==> config.mk <==
export PLATFORM = sky130hd
export DESIGN_NAME = chain_readout
export DESIGN_NICKNAME = d
export VERILOG_FILES = /design/src/rtl/chain_readout.sv
export SDC_FILE = /design/constraint.sdc
export NUM_CORES = 1
export LEC_CHECK = 0
export BUFFER_PORTS_ARGS = -buffer_cell sky130_fd_sc_hd__buf_4
export CORE_ASPECT_RATIO = 1.4
export CORE_MARGIN = 3
export CORE_UTILIZATION = 50
export CTS_BUF_LIST = sky130_fd_sc_hd__clkbuf_2
export DETAILED_ROUTE_END_ITERATION = 16
export GPL_TIMING_DRIVEN = 0
export PLACE_DENSITY = 0.76
export SLEW_MARGIN = 20
export SYNTH_ARGS = -nofsm -noshare
export SYNTH_HDL_FRONTEND = slang
export SYNTH_SLANG_ARGS = --single-unit
==> constraint.sdc <==
create_clock -name clk -period 5.7 [get_ports clk]
set_clock_uncertainty 0.15 [all_clocks]
set_input_delay 0.57 -clock clk [delete_from_list [all_inputs] [get_ports clk]]
set_output_delay 0.57 -clock clk [all_outputs]
set_load 0.01 [all_outputs]
==> src/rtl/chain_readout.sv <==
module chain_readout #(
  parameter int ID_W  = 8,
  parameter int VAL_W = 12,
  parameter int N_CH  = 36,
  parameter int N_COL = 16,
  localparam int WPC   = 1 + 2*N_CH,
  localparam int DEPTH = N_COL*WPC,
  localparam int AW    = $clog2(DEPTH+1),
  localparam int CNT_W = $clog2(N_COL+1),
  localparam int SH_W  = VAL_W + 2
) (
  input  logic             clk,
  input  logic             rst_n,
  input  logic             token_in,
  input  logic [ID_W-1:0]  chip_id,
  input  logic [CNT_W-1:0] col_count,
  output logic [AW-1:0]    rd_addr,
  input  logic [SH_W-1:0]  rd_data,
  output logic             serial_out,
  output logic             tx_en,
  output logic             token_out,
  output logic             readout_done
);
  localparam int BW  = $clog2(SH_W+1);
  localparam int WIW = $clog2(WPC);

  logic            busy, tok_q;
  logic [SH_W-1:0] shreg;
  logic [BW-1:0]   bits_left;
  logic [AW-1:0]   waddr, wlast, total;
  logic [WIW-1:0]  widx;
  logic [CNT_W-1:0] cols_eff;

  assign cols_eff     = (col_count > CNT_W'(N_COL)) ? CNT_W'(N_COL) : col_count;
  assign total        = AW'(cols_eff) * AW'(WPC);
  assign rd_addr      = waddr;
  assign tx_en        = busy;
  assign serial_out   = busy & shreg[SH_W-1];
  assign token_out    = tok_q;
  assign readout_done = tok_q;

  always_ff @(posedge clk or negedge rst_n) begin
    if (!rst_n) begin
      busy      <= 1'b0;
      tok_q     <= 1'b0;
      shreg     <= '0;
      bits_left <= '0;
      waddr     <= '0;
      wlast     <= '0;
      widx      <= '0;
    end else begin
      tok_q <= 1'b0;
      if (!busy) begin
        if (token_in) begin
          busy      <= 1'b1;
          shreg     <= {chip_id, {(SH_W-ID_W){1'b0}}};
          bits_left <= BW'(ID_W);
          waddr     <= '0;
          wlast     <= total;
          widx      <= '0;
        end
      end else if (bits_left != BW'(1)) begin
        shreg     <= shreg << 1;
        bits_left <= bits_left - 1'b1;
      end else if (waddr == wlast) begin
        busy  <= 1'b0;
        tok_q <= 1'b1;
        shreg <= '0;
      end else begin
        if (widx == '0) begin
          shreg     <= {rd_data[VAL_W-1:0], 2'b00};
          bits_left <= BW'(VAL_W);
        end else begin
          shreg     <= rd_data;
          bits_left <= BW'(SH_W);
        end
        waddr <= waddr + 1'b1;
        widx  <= (widx == WIW'(WPC-1)) ? '0 : widx + 1'b1;
      end
    end
  end
endmodule


==> results by stage, run 1 <==
Drt:
- The average wire per standard cell is 15.4 µm.
- Before antenna repair, the detailed router went through 5 iterations.
- The number of nets still failing antenna checks after routing is 0.
- The detailed-route wire length is 6.09 mm.
- For this run, design rule violations remaining after detail routing come to 0.
- The detailed router placed 2235 vias in this run.
- Using the TritonRoute via totals, the vias-per-cell ratio works out to 5.64.
- The first routing iteration left just under 60 violations.

Critical path:
- At the worst endpoint, the required time is 4.98 ns.
- The critical path goes through clkbuf_1 > clkbuf_1 > and2_1 > buf_4.
- The largest individual stage delay along the critical path comes from the cell sky130_fd_sc_hd__dfrtp_1.
- Data arrives at the worst endpoint at 2.08 ns.
- The critical path buffer and inverter count is 3.
- By startpoint and endpoint, the worst setup path is classified as register to primary output.
- The cell family contributing the most delay on the critical path is buffers and inverters.
- The number of gates on the worst path with buffers counted is 4.
- For the worst flop-to-flop path, the logic depth is 5.
- The worst setup path is captured at a primary output.
- The startpoint type of the worst setup path is a register.
- In this design, the stage delay of the slowest critical-path cell is 0.47 ns.
- Of all nets on the critical path, the largest fanout is 10.
- The cell type with the highest occurrence count on the critical path is sky130_fd_sc_hd__clkbuf_1.

Global route:
- The pin count of the biggest net entering global routing is 50.
- The initial antenna violation count is 0.
- The number of global-route vias before repair was 2293.
- The total overflow left after global routing is 0.
- The first global-routing pass estimated 10.1 mm of wire.
- The overall fraction of global-route tracks in use is 0.207.

Floorplan:
- The floorplan step set the die height to 93.7 µm.
- The starting density of the core is 0.525.
- The die outline width is 68.7 µm.
- The floorplan row count is 31.
- The die covers 6440 µm².
- The core footprint is 5240 µm².
- The count of boundary I/O pins is 45.

Timing:
- The final worst-path cycle share is 0.491.
- The minimum period implied by the final worst setup slack is 2.80 ns.
- Summed over all failing endpoints, the final setup total negative slack is 0 ns.
- The peak clock frequency supported by timing is 357 MHz.
- Setup repair after global routing left no endpoint under its margin.
- The worst pin sits at a relative slew slack of 0.539.
- The total of endpoints with negative setup slack in the final report is 0.
- The worst slack on hold paths is 0.172 ns.
- The count of final max-slew check failures was 0.
- The slew at the pin closest to its max-slew limit is a little under 0.7 ns.
- The final hold violation count is 0.

Power and ir drop:
- Of the total power, the share spent switching nets is 0.393.
- The share of total power in the clock network is 0.122.
- The analysis attributes to cell leakage a power of between 1.5 and 2 nW.
- The internal power component is 0.693 mW.
- The power density of the placed cells is 355 nW/µm².
- The portion of total power attributed to sequential cells is 0.498.
- The share of power burned in combinational logic is 0.379.
- The net switching power figure is approximately 0.45 mW.
- IR analysis of the VDD net gives a maximum drop of approximately 0.20 mV.

Clock tree:
- Clock tree synthesis found a total of 49 sinks.
- Clock-pin slew was measured on the worst setup and hold paths at 0.26 ns.
- The clock tree from TritonCTS is done.
- Once the clock tree was built, the setup fixing pass inserted 0 buffers.
- The total clock buffers created by CTS is 5.
- The total number of H-tree levels is 2.
- In this run, post-CTS repair resized a total of 0 instances.
- The later-pin clock latency in the skew report is ~0.45 ns.
- Clock tree synthesis selected as its root buffer the cell sky130_fd_sc_hd__clkbuf_2.
- The maximum buffer depth of the clock tree is 2.

Hold path:
- In this run the worst hold path is classified as input port to register.
- Counting instances, the worst hold path has a depth of 3.

Logic synthesis:
- The cell type with the largest total area after synthesis is sky130_fd_sc_hd__dfrtp_1.
- The distinct cell type count after synthesis is 46.
- The post-synthesis register bit count is between 40 and 50.
- Sorting the synthesized cells by area gives the leading types as sky130_fd_sc_hd__dfrtp_1 (45%), sky130_fd_sc_hd__mux2i_1 (7.6%), sky130_fd_sc_hd__nand2_1 (4.9%), sky130_fd_sc_hd__xor2_1 (4.5%), sky130_fd_sc_hd__ha_1 (4.1%).
- In this run, synthesis inferred 0 flip-flops with an integrated enable.
- The most frequently used flop master after synthesis is sky130_fd_sc_hd__dfrtp_1.
- The average instance area after synthesis is 9.92 µm².
- In this run the cell area of the synthesized design comes to 2750 µm².
- The fraction of the yosys area taken by sequential cells is 0.446.
- The gate count after technology mapping is 277.
- The total of warnings raised by yosys is 0.
- Synthesis produced a netlist with a net count of roughly 320.
- For this run, asynchronously set or reset flops after synthesis account for 1.00.
- The share of Yosys cell area claimed by the top area cell type is 0.446.

Cells and area:
- Of the cells placed in the final design, the portion with a size suffix greater than 1 is 0.209.
- The final net count is 368.
- Relative to the synthesized area, the layout overhead comes to 16.9%.
- The number of antenna diodes in the final layout is 0.

Placed design:
- The HPWL reported at the end of detailed placement is 4.61 mm.
- The count of buffers added on input and output ports is 44.
- Routability-driven placement finished with a final weighted congestion of 0.831.

Run:
- Across the run, the number of max-cap violations was 0.

Outcome:
- The flow ran to the end, and the final reports show no timing, DRC or antenna violations.
timing repair:
action | 4_1_cts | 5_1_grt
setup endpoints to repair | 0 | 0
hold buffers | 1 | 0
hold endpoints to repair | 49 | 0
cell usage after synthesis (7+ instances only):
library cell,instances
sky130_fd_sc_hd__nand3_1,15
sky130_fd_sc_hd__nor2_1,18
sky130_fd_sc_hd__o221ai_1,9
sky130_fd_sc_hd__dfrtp_1,49
sky130_fd_sc_hd__a21oi_1,7
sky130_fd_sc_hd__xor2_1,14
sky130_fd_sc_hd__mux2i_1,21
sky130_fd_sc_hd__o21ai_0,17
sky130_fd_sc_hd__clkbuf_1,7
sky130_fd_sc_hd__xnor2_1,10
sky130_fd_sc_hd__ha_1,9
sky130_fd_sc_hd__nor3_1,7
sky130_fd_sc_hd__nand2_1,36
per-stage QoR:
stage | instance area, µm² | power [mW] | cells | util | worst slack, ns
final | 3210 | 1.14 | 396 | 0.614 | 2.90
after global routing | 3210 | 1.24 | 396 | 0.614 | 2.72
after CTS | 3210 | 1.15 | 396 | 0.614 | 2.87
after detailed placement | 3160 | 1.01 | 387 | 0.604 | 3.28
after global placement | 3160 | 0.990 | 387 | 0.604 | 3.31
after floorplan | 2750 | 0.851 | 277 | - | 3.54
per-layer routing:
| layer | global-route usage | part of all wire | up-vias |
|---|---|---|---|
| li1 | - | - | 1082 |
| met1 | 0.241 | 0.41 | 1085 |
| met2 | 0.365 | 0.52 | 58 |
| met3 | 0.0383 | 0.053 | 10 |
| met4 | 0.0779 | 0.017 | 0 |
| met5 | 0 | 0 | - |
sequential cells by signal, indices dropped and copies added, names as in the netlist:
signal        flops
bits_left         4
readout_done      1
tx_en             1
widx              7
rd_addr          11
wlast            11
shreg            14
layout make-up:
class	instances	area (µm²)
inverters	5	18.8
clock inverters	3	17.5
repair buffers	45	340
plain buffers	13	80.1
multi-input cells	210	1420
flip-flops and latches	49	1230
clock buffers	5	25.0
fillers	471	2020
well taps	66	82.6
final timing paths:
check                           start  slack, ns          to
setup / recovery                tx_en       2.90  serial_out
hold / removal             rd_data[1]       0.17    shreg[1]
setup reg to reg           rd_addr[1]       3.43     widx[1]
hold reg to reg              shreg[9]       0.36   shreg[10]
max in group asynchronous       rst_n       4.48    wlast[5]
min in group asynchronous       rst_n       0.48    shreg[1]
power groups by stage:
stage          Combinational (mW)  Clock, mW  Sequential (mW)
2_1_floorplan               0.293          0            0.558
3_3_place_gp                0.419          0            0.571
3_5_place_dp                0.435          0            0.573
4_1_cts                     0.439      0.144            0.567
5_1_grt                     0.492      0.160            0.585
6_report                    0.433      0.140            0.569
cell families (layout without fill, tap and decap cells):
group | count (synthesis) | after routing | share of synthesized area
simple gates | 101 | 101 | 0.181
compound gates | 52 | 52 | 0.133
flops | 49 | 49 | 0.446
xor+xnor | 24 | 24 | 0.0765
mux | 23 | 23 | 0.0847
buf+inv | 18 | 71 | 0.0360
fa+ha+maj | 9 | 9 | 0.0410
other cells | 1 | 1 | 0.00136
worst register-to-register path: stages, from the launching register on:
cell and delay (ns):
sky130_fd_sc_hd__dfrtp_1 0.52, sky130_fd_sc_hd__xor2_1 0.17, sky130_fd_sc_hd__nor3_1 0.49, sky130_fd_sc_hd__a31oi_2 0.33, sky130_fd_sc_hd__buf_4 0.28, sky130_fd_sc_hd__o31ai_1 0.22
cell usage in the layout, fill, tap and decap left out, types with 7 or more instances in the layout:
cell,n
sky130_fd_sc_hd__mux2i_1,21
sky130_fd_sc_hd__dfrtp_1,49
sky130_fd_sc_hd__nor3_1,7
sky130_fd_sc_hd__xor2_1,14
sky130_fd_sc_hd__clkbuf_1,7
sky130_fd_sc_hd__buf_4,47
sky130_fd_sc_hd__o21ai_0,17
sky130_fd_sc_hd__a21oi_1,7
sky130_fd_sc_hd__ha_1,9
sky130_fd_sc_hd__o221ai_1,9
sky130_fd_sc_hd__nand2_1,36
sky130_fd_sc_hd__xnor2_1,10
sky130_fd_sc_hd__nor2_1,18
sky130_fd_sc_hd__nand3_1,15
No activity file was read; power rests on OpenSTA's default activity.
==> inputs of run 2 (changes only) <==
--- a/config.mk
+++ b/config.mk
@@ -12,7 +12,7 @@
 export CTS_BUF_LIST = sky130_fd_sc_hd__clkbuf_2
 export DETAILED_ROUTE_END_ITERATION = 16
 export GPL_TIMING_DRIVEN = 0
-export PLACE_DENSITY = 0.76
+export PLACE_DENSITY = 0.79
 export SLEW_MARGIN = 20
 export SYNTH_ARGS = -nofsm -noshare
 export SYNTH_HDL_FRONTEND = slang
==> constraint.sdc (replaced) <==
create_clock -name clk -period 2.4 [get_ports clk]
set_clock_uncertainty 0.15 [all_clocks]
set_input_delay 0.24 -clock clk [delete_from_list [all_inputs] [get_ports clk]]
set_output_delay 0.24 -clock clk [all_outputs]
set_load 0.01 [all_outputs]
==> run 2 against run 1 <==
The flow now finishes with violations (hold timing); critical path type is now register to register; critical endpoint is now shreg[9]; sequential share of layout area decreased by 2.2 points; core utilization increased by 3.7 points; hold slack lost 0.17 ns; wire length up 7.4%; design area increased by 6.1%; sequential cell count is the same; final cell count grew 4.5%.
==> results by stage, run 2 (synthesis gave the netlist of run 1 again) <==
Clock tree:
- The total number of H-tree levels is 2 (unchanged).
- The clock tree root driver cell is sky130_fd_sc_hd__clkbuf_2.
- The clock slew at the register clock pins of the worst setup and hold paths is 0.22 ns (-0.04 ns).
- The total clock buffers created by CTS came to 5 (unchanged).
- TritonCTS built the clock tree.
- The count of clock tree sinks came to 49 (unchanged).
- The post-CTS setup-driven buffer insertion count is 0 (unchanged).
- The later-pin clock latency in the skew report is 0.42 ns (-0.03 ns).
- The maximum buffer depth of the clock tree was 2 (unchanged).

Timing:
- The total negative setup slack came to 0 ns (unchanged).
- The tightest slew margin relative to the limit is 0.508 (-0.0315).
- Setup repair after global routing left no endpoint under its margin.
- The total of endpoints with negative setup slack in the final report is 0 (unchanged).
- The routed design could run at a clock period as short as between 2 and 2.5 ns.
- The slew at the pin closest to its max-slew limit is 0.738 ns (+0.0473 ns).
- The final hold violation count came to 1 (+1).
- Dividing the final minimum period by the clock period gives 0.950.
- Static timing analysis puts the maximum clock frequency at 438 MHz.
- The worst slack on hold paths is -0.000568 ns (-0.173 ns).
- The count of final max-slew check failures is 0 (unchanged).

Run:
- The max-capacitance violation count is 0 (unchanged).

Power and ir drop:
- The leakage power is 1.63 nW (+4.7%).
- The power density of the placed cells came to 803 nW/µm² (+130%).
- The share of power burned in combinational logic is 0.390 (+0.011).
- The net switching power figure came to 1.07 mW (+140%).
- The maximum vdd ir drop is 0.486 mV (+140%).
- The switching fraction of total power came to 0.392 (-0.000518).
- The portion of total power attributed to sequential cells is 0.495 (-0.003).
- The internal power component is 1.66 mW (+140%).
- The share of total power in the clock network is 0.115 (-0.007).

Cells and area:
- The post-route non-filler standard cell count was 414 (+4.5%).
- The share of cells above drive strength 1 is 0.201 (-0.00794).
- The antenna diode count is 0 (unchanged).
- The flip-flop count of the largest register, all copies and words added is 14 (unchanged).
- The register bank with the most flops is shreg.
- In the layout the commonest cells are sky130_fd_sc_hd__dfrtp_1 (49), sky130_fd_sc_hd__buf_4 (47), sky130_fd_sc_hd__nand2_1 (36).
- Leaving out fill and tap cells, the most frequent cell in the layout is sky130_fd_sc_hd__dfrtp_1.
- Relative to the synthesized area, the layout overhead comes to 24.0%.
- The core occupancy in the finished layout is 0.651 (+0.0373).
- The final net count is 387 (+5.2%).

Floorplan:
- The die outline width is 68.7 µm (unchanged).
- The count of boundary I/O pins is 45 (unchanged).
- The core footprint is 5240 µm² (unchanged).
- The starting density of the core is 0.525 (unchanged).
- The height of the die came to 93.7 µm (unchanged).
- The floorplan row count came to 31 (unchanged).
- The area of the die is 6440 µm² (unchanged).

Outcome:
- The final reports fail on hold timing.
- The run finished, with violations left.

Critical path:
- The worst setup path is captured at a register.
- The type of the worst setup path is register to register.
- The required time of the critical path is 2.56 ns (-2.42 ns).
- The startpoint type of the worst setup path is a register.
- The arrival time reported for the critical path endpoint was 2.44 ns (+0.36 ns).
- The highest fanout seen on the critical path was 10 (unchanged).

Placed design:
- The HPWL reported at the end of detailed placement came to 4.69 mm (+1.8%).
- The count of buffers from port buffering is 44 (unchanged).
- The cell total after placement is 387 (unchanged).
- The weighted congestion reported at the end of routability-driven placement is 0.871 (+4.8%).

Drt:
- The detailed-route wire length is 6.54 mm (+7.4%).
- The post-route DRC violation count is 0 (unchanged).
- The number of nets still failing antenna checks after routing came to 0 (unchanged).
- The detailed-router iteration count before antenna repair was 4 (-1).
- The average wire per standard cell came to 15.8 µm (+2.8%).
- The number of design-rule violations left by the first detailed-router iteration is 96 (+66%).
- The routed via count was 2293 (+2.6%).
- The per-cell via count in the routed design is 5.54 (-1.9%).

Global route:
- The wire length of the first global-routing pass is 10.5 mm (+4.2%).
- The overall fraction of global-route tracks in use was 0.217 (+0.00931).
- The global route total overflow is 0 (unchanged).
- The number of global-route vias before repair is 2351 (+2.5%).
- The pin count of the biggest net entering global routing came to 50 (unchanged).
- The initial antenna violation count was 0 (unchanged).

Hold path:
- The worst min-delay path class is input port to register.
[run 2: final cells by class]
| class | count | area (µm²) |
|---|---|---|
| Buffer | 13 | 82.6 |
| Clock buffer | 5 | 25.0 |
| Clock inverter | 2 | 11.3 |
| Fill cell | 444 | 1830 |
| Inverter | 5 | 18.8 |
| Multi-Input combinational cell | 210 | 1430 |
| Sequential cell | 49 | 1230 |
| Tap cell | 66 | 82.6 |
| Timing Repair Buffer | 64 | 531 |
[run 2: timing repair]
item	in CTS	in global routing
endpoints found under the hold margin	61	1
hold buffers	19	1
setup endpoints to repair	1	2
gates resized for setup	1	3
[run 2: metal layers]
metal  share of wire  up-vias  GRT usage
met5               0        -          0
met4           0.014        0     0.0564
met3           0.053        7     0.0383
met2            0.53       63      0.402
met1            0.40     1096      0.244
li1                -     1127          -
[run 2: power groups by stage]
stage | clock [mW] | combinational, mW | sequential (mW)
floorplan | 0 | 0.696 | 1.32
global placement | 0 | 0.990 | 1.36
detailed placement | 0 | 1.04 | 1.37
CTS | 0.324 | 1.07 | 1.35
global route | 0.354 | 1.20 | 1.40
finish | 0.316 | 1.07 | 1.35
[run 2: worst max-delay path, cell delays in order, from the launching register on]
cell	delay, ns
sky130_fd_sc_hd__dfrtp_1	0.51
sky130_fd_sc_hd__xor2_1	0.17
sky130_fd_sc_hd__nor3_1	0.55
sky130_fd_sc_hd__a31o_2	0.36
sky130_fd_sc_hd__buf_6	0.17
sky130_fd_sc_hd__buf_8	0.14
sky130_fd_sc_hd__o221ai_1	0.11
[run 2: path summary, 6_finish.rpt]
path / startpoint / end / slack [ns] / depth (start not counted)
setup / recovery: rd_addr[1] / shreg[9] / 0.12 / 6
max in group asynchronous: rst_n / wlast[1] / 1.49 / 2
hold / removal: rd_data[6] / shreg[6] / -0.0006 / 3
setup reg to reg: rd_addr[1] / shreg[9] / 0.12 / 6
hold reg to reg: shreg[7] / shreg[8] / 0.37 / 2
min in group asynchronous: rst_n / rd_addr[5] / 0.19 / 2
[run 2: metrics by stage]
step | area [µm²] | power (mW) | setup slack (ns)
floorplan | 2750 | 2.02 | 0.515
global placement | 3160 | 2.35 | 0.236
detailed placement | 3160 | 2.41 | 0.151
CTS | 3390 | 2.74 | 0.129
global route | 3410 | 2.95 | 0.00560
finish | 3410 | 2.74 | 0.119
